File: src/rtl/ddr2_init_pkg.sv
package ddr2_init_pkg;

    typedef enum logic [3:0] {
        ST_IDLE,
        ST_PWR_WAIT,
        ST_CKE_WAIT,
        ST_PRE_A,
        ST_LMR_E2,
        ST_LMR_E3,
        ST_LMR_E1,
        ST_LMR_MR,
        ST_PRE_B,
        ST_REFRESH,
        ST_DUMMY_WR,
        ST_READY
    } init_state_t;

    typedef enum logic [2:0] {
        K_NOP,
        K_PRE_ALL,
        K_LOAD_MODE,
        K_REFRESH,
        K_WRITE
    } cmd_kind_t;

    // {cs_n, ras_n, cas_n, we_n}
    localparam logic [3:0] PIN_NOP       = 4'b0111;
    localparam logic [3:0] PIN_PRECHARGE = 4'b0010;
    localparam logic [3:0] PIN_REFRESH   = 4'b0001;
    localparam logic [3:0] PIN_LOAD_MODE = 4'b0000;
    localparam logic [3:0] PIN_WRITE     = 4'b0100;

    // bank-address selectors of the mode registers
    localparam logic [1:0] SEL_MR   = 2'b00;
    localparam logic [1:0] SEL_EMR1 = 2'b01;
    localparam logic [1:0] SEL_EMR2 = 2'b10;
    localparam logic [1:0] SEL_EMR3 = 2'b11;

    function automatic int ns_to_cycles(input int ns, input int period_ps);
        return (ns * 1000 + period_ps - 1) / period_ps;
    endfunction

    function automatic int imax(input int a, input int b);
        return (a > b) ? a : b;
    endfunction

endpackage

File: src/rtl/ddr2_wait_timer.sv
module ddr2_wait_timer #(
    parameter int CNT_W = 16
) (
    input  logic             clk,
    input  logic             rst_n,
    input  logic             load,
    input  logic [CNT_W-1:0] load_val,
    output logic             expired
);

    logic [CNT_W-1:0] count_q;

    always_ff @(posedge clk or negedge rst_n) begin
        if (!rst_n) begin
            count_q <= '0;
        end else if (load) begin
            count_q <= load_val;
        end else if (count_q != '0) begin
            count_q <= count_q - 1'b1;
        end
    end

    assign expired = (count_q == '0);

endmodule

File: src/rtl/ddr2_cmd_drive.sv
module ddr2_cmd_drive
    import ddr2_init_pkg::*;
#(
    parameter int ROW_W  = 14,
    parameter int BANK_W = 2
) (
    input  cmd_kind_t         kind,
    input  logic [BANK_W-1:0] ba_in,
    input  logic [ROW_W-1:0]  addr_in,
    output logic              cs_n,
    output logic              ras_n,
    output logic              cas_n,
    output logic              we_n,
    output logic [BANK_W-1:0] ba,
    output logic [ROW_W-1:0]  addr
);

    localparam int AP_BIT = 10;

    logic [3:0] pins;

    always_comb begin
        pins = PIN_NOP;
        ba   = '0;
        addr = '0;
        unique case (kind)
            K_NOP: begin
                pins = PIN_NOP;
            end
            K_PRE_ALL: begin
                pins         = PIN_PRECHARGE;
                addr[AP_BIT] = 1'b1;
            end
            K_LOAD_MODE: begin
                pins = PIN_LOAD_MODE;
                ba   = ba_in;
                addr = addr_in;
            end
            K_REFRESH: begin
                pins = PIN_REFRESH;
            end
            K_WRITE: begin
                pins = PIN_WRITE;
                ba   = ba_in;
                addr = addr_in;
            end
            default: begin
                pins = PIN_NOP;
            end
        endcase
    end

    assign {cs_n, ras_n, cas_n, we_n} = pins;

endmodule

File: src/rtl/ddr2_bringup_seq.sv
module ddr2_bringup_seq
    import ddr2_init_pkg::*;
#(
    parameter int CLK_PS    = 5000,
    parameter int STABLE_NS = 200000,
    parameter int CKE_NS    = 400,
    parameter int T_MRD     = 2,
    parameter int T_RP      = 3,
    parameter int T_RFC     = 26,
    parameter int T_WR      = 10,
    parameter int DLL_LOCK  = 200,
    parameter int REF_COUNT = 2,
    parameter int ROW_W     = 14,
    parameter int BANK_W    = 2,
    parameter logic [ROW_W-1:0] MR_VALUE   = '0,
    parameter logic [ROW_W-1:0] EMR1_VALUE = '0,
    parameter logic [ROW_W-1:0] EMR2_VALUE = '0,
    parameter logic [ROW_W-1:0] EMR3_VALUE = '0
) (
    input  logic              clk,
    input  logic              rst_n,
    input  logic              pwr_ok,
    output logic              cke,
    output logic              odt,
    output logic              cs_n,
    output logic              ras_n,
    output logic              cas_n,
    output logic              we_n,
    output logic [BANK_W-1:0] ba,
    output logic [ROW_W-1:0]  addr,
    output logic              init_done
);

    // state durations, command cycle included
    localparam int STABLE_CYC = ns_to_cycles(STABLE_NS, CLK_PS);
    localparam int CKE_CYC    = ns_to_cycles(CKE_NS, CLK_PS);
    localparam int PRE_DUR    = 1 + T_RP;
    localparam int LMR_DUR    = 1 + T_MRD;
    localparam int DLL_DUR    = 1 + imax(DLL_LOCK, T_MRD);
    localparam int REF_DUR    = 1 + T_RFC;
    localparam int WR_DUR     = 1 + T_WR;
    localparam int MAX_DUR    = imax(imax(imax(STABLE_CYC, CKE_CYC), imax(PRE_DUR, LMR_DUR)),
                                     imax(imax(DLL_DUR, REF_DUR), WR_DUR));
    localparam int CNT_W      = $clog2(MAX_DUR + 1);
    localparam int REF_W      = $clog2(REF_COUNT + 1);

    // mode values with the fixed fields applied
    localparam logic [ROW_W-1:0] EMR1_MASK = ROW_W'(14'h0381);
    localparam logic [ROW_W-1:0] EMR1_EFF  = EMR1_VALUE & ~EMR1_MASK;
    localparam logic [ROW_W-1:0] MR_EFF    = MR_VALUE | (ROW_W'(1) << 8);

    init_state_t       state_q, state_d;
    logic              first_q;
    logic              adv;
    logic [CNT_W-1:0]  load_val;
    logic              expired;
    logic [REF_W-1:0]  ref_left_q;

    cmd_kind_t         kind;
    logic [BANK_W-1:0] ba_sel;
    logic [ROW_W-1:0]  addr_sel;

    ddr2_wait_timer #(.CNT_W(CNT_W)) u_timer (
        .clk      (clk),
        .rst_n    (rst_n),
        .load     (adv),
        .load_val (load_val),
        .expired  (expired)
    );

    // next-state and timer load
    always_comb begin
        state_d  = state_q;
        adv      = 1'b0;
        load_val = '0;
        unique case (state_q)
            ST_IDLE: begin
                if (pwr_ok) begin
                    state_d  = ST_PWR_WAIT;
                    adv      = 1'b1;
                    load_val = CNT_W'(STABLE_CYC - 1);
                end
            end
            ST_PWR_WAIT: begin
                if (expired) begin
                    state_d  = ST_CKE_WAIT;
                    adv      = 1'b1;
                    load_val = CNT_W'(CKE_CYC - 1);
                end
            end
            ST_CKE_WAIT: begin
                if (expired) begin
                    state_d  = ST_PRE_A;
                    adv      = 1'b1;
                    load_val = CNT_W'(PRE_DUR - 1);
                end
            end
            ST_PRE_A: begin
                if (expired) begin
                    state_d  = ST_LMR_E2;
                    adv      = 1'b1;
                    load_val = CNT_W'(LMR_DUR - 1);
                end
            end
            ST_LMR_E2: begin
                if (expired) begin
                    state_d  = ST_LMR_E3;
                    adv      = 1'b1;
                    load_val = CNT_W'(LMR_DUR - 1);
                end
            end
            ST_LMR_E3: begin
                if (expired) begin
                    state_d  = ST_LMR_E1;
                    adv      = 1'b1;
                    load_val = CNT_W'(LMR_DUR - 1);
                end
            end
            ST_LMR_E1: begin
                if (expired) begin
                    state_d  = ST_LMR_MR;
                    adv      = 1'b1;
                    load_val = CNT_W'(DLL_DUR - 1);
                end
            end
            ST_LMR_MR: begin
                if (expired) begin
                    state_d  = ST_PRE_B;
                    adv      = 1'b1;
                    load_val = CNT_W'(PRE_DUR - 1);
                end
            end
            ST_PRE_B: begin
                if (expired) begin
                    state_d  = ST_REFRESH;
                    adv      = 1'b1;
                    load_val = CNT_W'(REF_DUR - 1);
                end
            end
            ST_REFRESH: begin
                if (expired) begin
                    adv = 1'b1;
                    if (ref_left_q == REF_W'(1)) begin
                        state_d  = ST_DUMMY_WR;
                        load_val = CNT_W'(WR_DUR - 1);
                    end else begin
                        state_d  = ST_REFRESH;
                        load_val = CNT_W'(REF_DUR - 1);
                    end
                end
            end
            ST_DUMMY_WR: begin
                if (expired) begin
                    state_d = ST_READY;
                    adv     = 1'b1;
                end
            end
            ST_READY: begin
                state_d = ST_READY;
            end
            default: begin
                state_d = ST_IDLE;
            end
        endcase
    end

    // state register
    always_ff @(posedge clk or negedge rst_n) begin
        if (!rst_n) begin
            state_q    <= ST_IDLE;
            first_q    <= 1'b0;
            ref_left_q <= '0;
        end else begin
            state_q <= state_d;
            first_q <= adv;
            if (state_q == ST_PRE_B) begin
                ref_left_q <= REF_W'(REF_COUNT);
            end else if (state_q == ST_REFRESH && expired) begin
                ref_left_q <= ref_left_q - 1'b1;
            end
        end
    end

    // outputs
    always_comb begin
        cke       = 1'b1;
        init_done = 1'b0;
        kind      = K_NOP;
        ba_sel    = '0;
        addr_sel  = '0;
        unique case (state_q)
            ST_IDLE, ST_PWR_WAIT: begin
                cke = 1'b0;
            end
            ST_CKE_WAIT: begin
                kind = K_NOP;
            end
            ST_PRE_A, ST_PRE_B: begin
                if (first_q) kind = K_PRE_ALL;
            end
            ST_LMR_E2: begin
                if (first_q) begin
                    kind     = K_LOAD_MODE;
                    ba_sel   = BANK_W'(SEL_EMR2);
                    addr_sel = EMR2_VALUE;
                end
            end
            ST_LMR_E3: begin
                if (first_q) begin
                    kind     = K_LOAD_MODE;
                    ba_sel   = BANK_W'(SEL_EMR3);
                    addr_sel = EMR3_VALUE;
                end
            end
            ST_LMR_E1: begin
                if (first_q) begin
                    kind     = K_LOAD_MODE;
                    ba_sel   = BANK_W'(SEL_EMR1);
                    addr_sel = EMR1_EFF;
                end
            end
            ST_LMR_MR: begin
                if (first_q) begin
                    kind     = K_LOAD_MODE;
                    ba_sel   = BANK_W'(SEL_MR);
                    addr_sel = MR_EFF;
                end
            end
            ST_REFRESH: begin
                if (first_q) kind = K_REFRESH;
            end
            ST_DUMMY_WR: begin
                if (first_q) kind = K_WRITE;
            end
            ST_READY: begin
                init_done = 1'b1;
            end
            default: begin
                cke = 1'b0;
            end
        endcase
    end

    assign odt = 1'b0;

    ddr2_cmd_drive #(.ROW_W(ROW_W), .BANK_W(BANK_W)) u_drive (
        .kind    (kind),
        .ba_in   (ba_sel),
        .addr_in (addr_sel),
        .cs_n    (cs_n),
        .ras_n   (ras_n),
        .cas_n   (cas_n),
        .we_n    (we_n),
        .ba      (ba),
        .addr    (addr)
    );

endmodule

File: config.mk
export PLATFORM = sky130hd
export DESIGN_NAME = ddr2_bringup_seq
export DESIGN_NICKNAME = d
export VERILOG_FILES = /design/src/rtl/ddr2_init_pkg.sv /design/src/rtl/ddr2_wait_timer.sv /design/src/rtl/ddr2_cmd_drive.sv /design/src/rtl/ddr2_bringup_seq.sv
export SDC_FILE = /design/constraint.sdc
export NUM_CORES = 1
export LEC_CHECK = 0
export BUFFER_PORTS_ARGS = -buffer_cell sky130_fd_sc_hd__buf_2
export CAP_MARGIN = 20
export CORE_UTILIZATION = 52
export DETAILED_ROUTE_END_ITERATION = 10
export GPL_TIMING_DRIVEN = 0
export PLACE_DENSITY_LB_ADDON = 0.08
export SLEW_MARGIN = 20
export SYNTH_ARGS = -nofsm -noshare
export SYNTH_HDL_FRONTEND = slang
export SYNTH_HIERARCHICAL = 1
export SYNTH_SLANG_ARGS = --single-unit
File: constraint.sdc
create_clock -name clk -period 2.79 [get_ports clk]
set_input_delay 0.6975 -clock clk [delete_from_list [all_inputs] [get_ports clk]]
set_output_delay 0.6975 -clock clk [all_outputs]
set_load 0.02 [all_outputs]
==> results.toml <==
[global_route]
gr-total-overflow = 0
grt_pass1_vias = 1489
grt_first_pass_wirelength_um = 7224
grt_antenna_before_repair = 0
track_usage_pct = 23.27
grt_max_degree = 24

[finish]
layout.cells.most_common = "dfrtp_1"
layout_common_cells = "dfrtp_1 (23), nand2_1 (22), conb_1 (20)"
final_util_pct = 66.99
finalNonFillerCells = 310
drive_gt1_share_pct = 25.76
insertedDiodeCount = 0
area_growth_pct = 19.58
final_nets = 270

[sta]
post-route-worst-setup-slack_ns = 0.06366
worst_pin_slew_ns = 0.6643
slew_violations = 0
relSlewSlack_pct = 55.62
max_freq_mhz = 366.8
fin_crit_ns = 2.726
skew_ns = 0.003748
period_share_pct = 97.72
worst_hold_slack_ns = 0.3861
setup-violations-final = 0
final_hold_viol_count = 0
setup-tns-final_ns = 0

[cts]
cts_tree = "done"
root_buffer = "clkbuf_8"
cts_buffer_depth = 2
cts_sinks = 23
htreeDepth = 1
clock_latency_ns = 0.27
path_clk_slew_ns = 0.09
holdBufCountCts = 0
cts_inserted_buffers = 3

[synth]
yosysWarnings = 6
synthArstFlopShare_pct = 100.0
syn-cell-area_um2 = 1943
avgSynthCellArea_um2 = 8.636
synth_ff_type = "dfrtp_1"
ys_seq_area_share_pct = 29.62
synth_edf_count = 0
synth_seq_cells = 23
syn_inst = 225
synth.distinct_cells = 52

[critical_path]
critPathRequiredTime_ns = 2.09
worstSetupPathType = "register to primary output"
start_kind = "register"
path_max_fanout = 10
reg2reg_setup_slack_ns = 0.20
cp.arrival_ns = 2.03
end_kind = "primary output"

[place]
dp_slack_ns = -0.5623
io_buffer_count = 11
place_congestion = 0.8356
dp.cells = 300
place_hpwl_um = 2985

[floorplanning]
core.rowCount = 21
core_um2 = 3468
start_util_pct = 56.02
die_w_um = 63.13
ios = 26
die_h_um = 63.13
die_area_um2 = 3985

[status]
outcome = "finished clean"

[route]
route.detailed.drc = 0
drtPass1Iterations = 4
vias_per_cell = 5.377
drt_first_iter_violations = 84
wl_um = 4248
vias = 1667
routedWlPerCell_um = 13.70
drtAntennaViolNets = 0

[min_path]
hold_class = "input pin to async pin"

[flow_run]
cap_violations = 0

[pwr]
power_density_nw_per_um2 = 533.5
p_leak_nw = 1.005
vdd_drop_max_mv = 0.5969
[synth_stat cells (5+ instances only)]
| cell | number | area share, % |
|---|---|---|
| buf_2 | 9 | 2.3 |
| a21oi_1 | 10 | 2.6 |
| nor2_1 | 15 | 2.9 |
| nand2b_1 | 6 | 1.9 |
| inv_1 | 5 | 0.97 |
| nor3b_1 | 10 | 3.9 |
| nand2_1 | 22 | 4.2 |
| nor3b_2 | 10 | 6.4 |
| a211oi_1 | 5 | 1.9 |
| nor2b_1 | 7 | 2.3 |
| nor3_1 | 8 | 2.1 |
| nand3b_1 | 6 | 2.3 |
| xnor2_1 | 8 | 3.6 |
| clkbuf_1 | 6 | 1.2 |
| o21ai_0 | 7 | 1.8 |
| dfrtp_1 | 23 | 30 |
[critical path, stage by stage, from the launching register on]
cell	delay, ns
dfrtp_1	0.39
buf_6	0.16
nand2_1	0.11
mux2_2	0.30
nor3b_4	0.21
buf_6	0.15
nor3b_1	0.16
or3_1	0.12
buf_2	0.15
[final timing paths]
check                      cells past startpoint               start                  end
max                                            8          state_q[1]             addr[10]
min                                            1               rst_n           state_q[3]
max reg2reg                                   11  u_timer/count_q[0]   u_timer/count_q[8]
min reg2reg                                    2       ref_left_q[0]        ref_left_q[0]
max in group asynchronous                      1               rst_n  u_timer/count_q[15]
min in group clk                               2       ref_left_q[0]        ref_left_q[0]
[metal layers]
metal / vias to the layer above / track usage, % / wire length, um
met4: 0 / 8.140 / 42
met2: 40 / 32.93 / 1860
met5: - / 0 / 0
li1: 855 / - / -
met1: 768 / 35.25 / 2155
met3: 4 / 3.804 / 189
[per-stage QoR]
stage | instance area, um^2 | power [W]
final | 2323 | 0.001240
after global routing | 2323 | 0.001347
after CTS | 2226 | 0.001243
after detailed placement | 2126 | 0.001023
after global placement | 2126 | 0.001013
after floorplan | 2013 | 0.0009276
[cell type report]
type / instances / area [um^2]
clock inverter: 1 / 5.005
multi-input combinational: 195 / 1358
tap: 46 / 57.56
fill: 303 / 1145
inverter: 6 / 25.02
buffer: 18 / 151.4
clock buffer: 3 / 41.29
sequential: 23 / 575.6
timing repair buffer: 18 / 110.1
[timing repair]
| item | 4_1_cts | 5_1_grt |
|---|---|---|
| setup buffers | 1 | 6 |
| endpoints found under the hold margin | 0 | 0 |
| resized for setup | 15 | 22 |
| setup endpoints to repair | 22 | 21 |
| pin swaps | 1 | 1 |
[registers in the layout (all words and copies together), names as in the netlist]
| signal | flops |
|---|---|
| state_q | 4 |
| ref_left_q | 2 |
| u_timer/count_q | 16 |
| first_q | 1 |
[power breakdown]
| part | leakage (nW) | internal (W) | switching, W |
|---|---|---|---|
| sequential | 0.285 | 0.000451 | 0.000119 |
| clock | 0.0255 | 0.000100 | 0.000117 |
| combinational | 0.695 | 0.000225 | 0.000229 |
[logic make-up (layout without fill, tap and decap cells)]
| family | Yosys count | after routing | share of synthesized area, % |
|---|---|---|---|
| multiplexers | 7 | 7 | 3.799 |
| XOR/XNOR | 13 | 13 | 6.246 |
| adder cells (fa/ha/maj) | 2 | 2 | 1.288 |
| AO/OA/AOI/OAI | 44 | 44 | 14.68 |
| flip-flops | 23 | 23 | 29.62 |
| buffers and inverters | 25 | 46 | 6.567 |
| other | 2 | 20 | 0.3865 |
| AND/OR/NAND/NOR | 109 | 109 | 37.41 |
No activity file was read; power rests on OpenSTA's default activity.
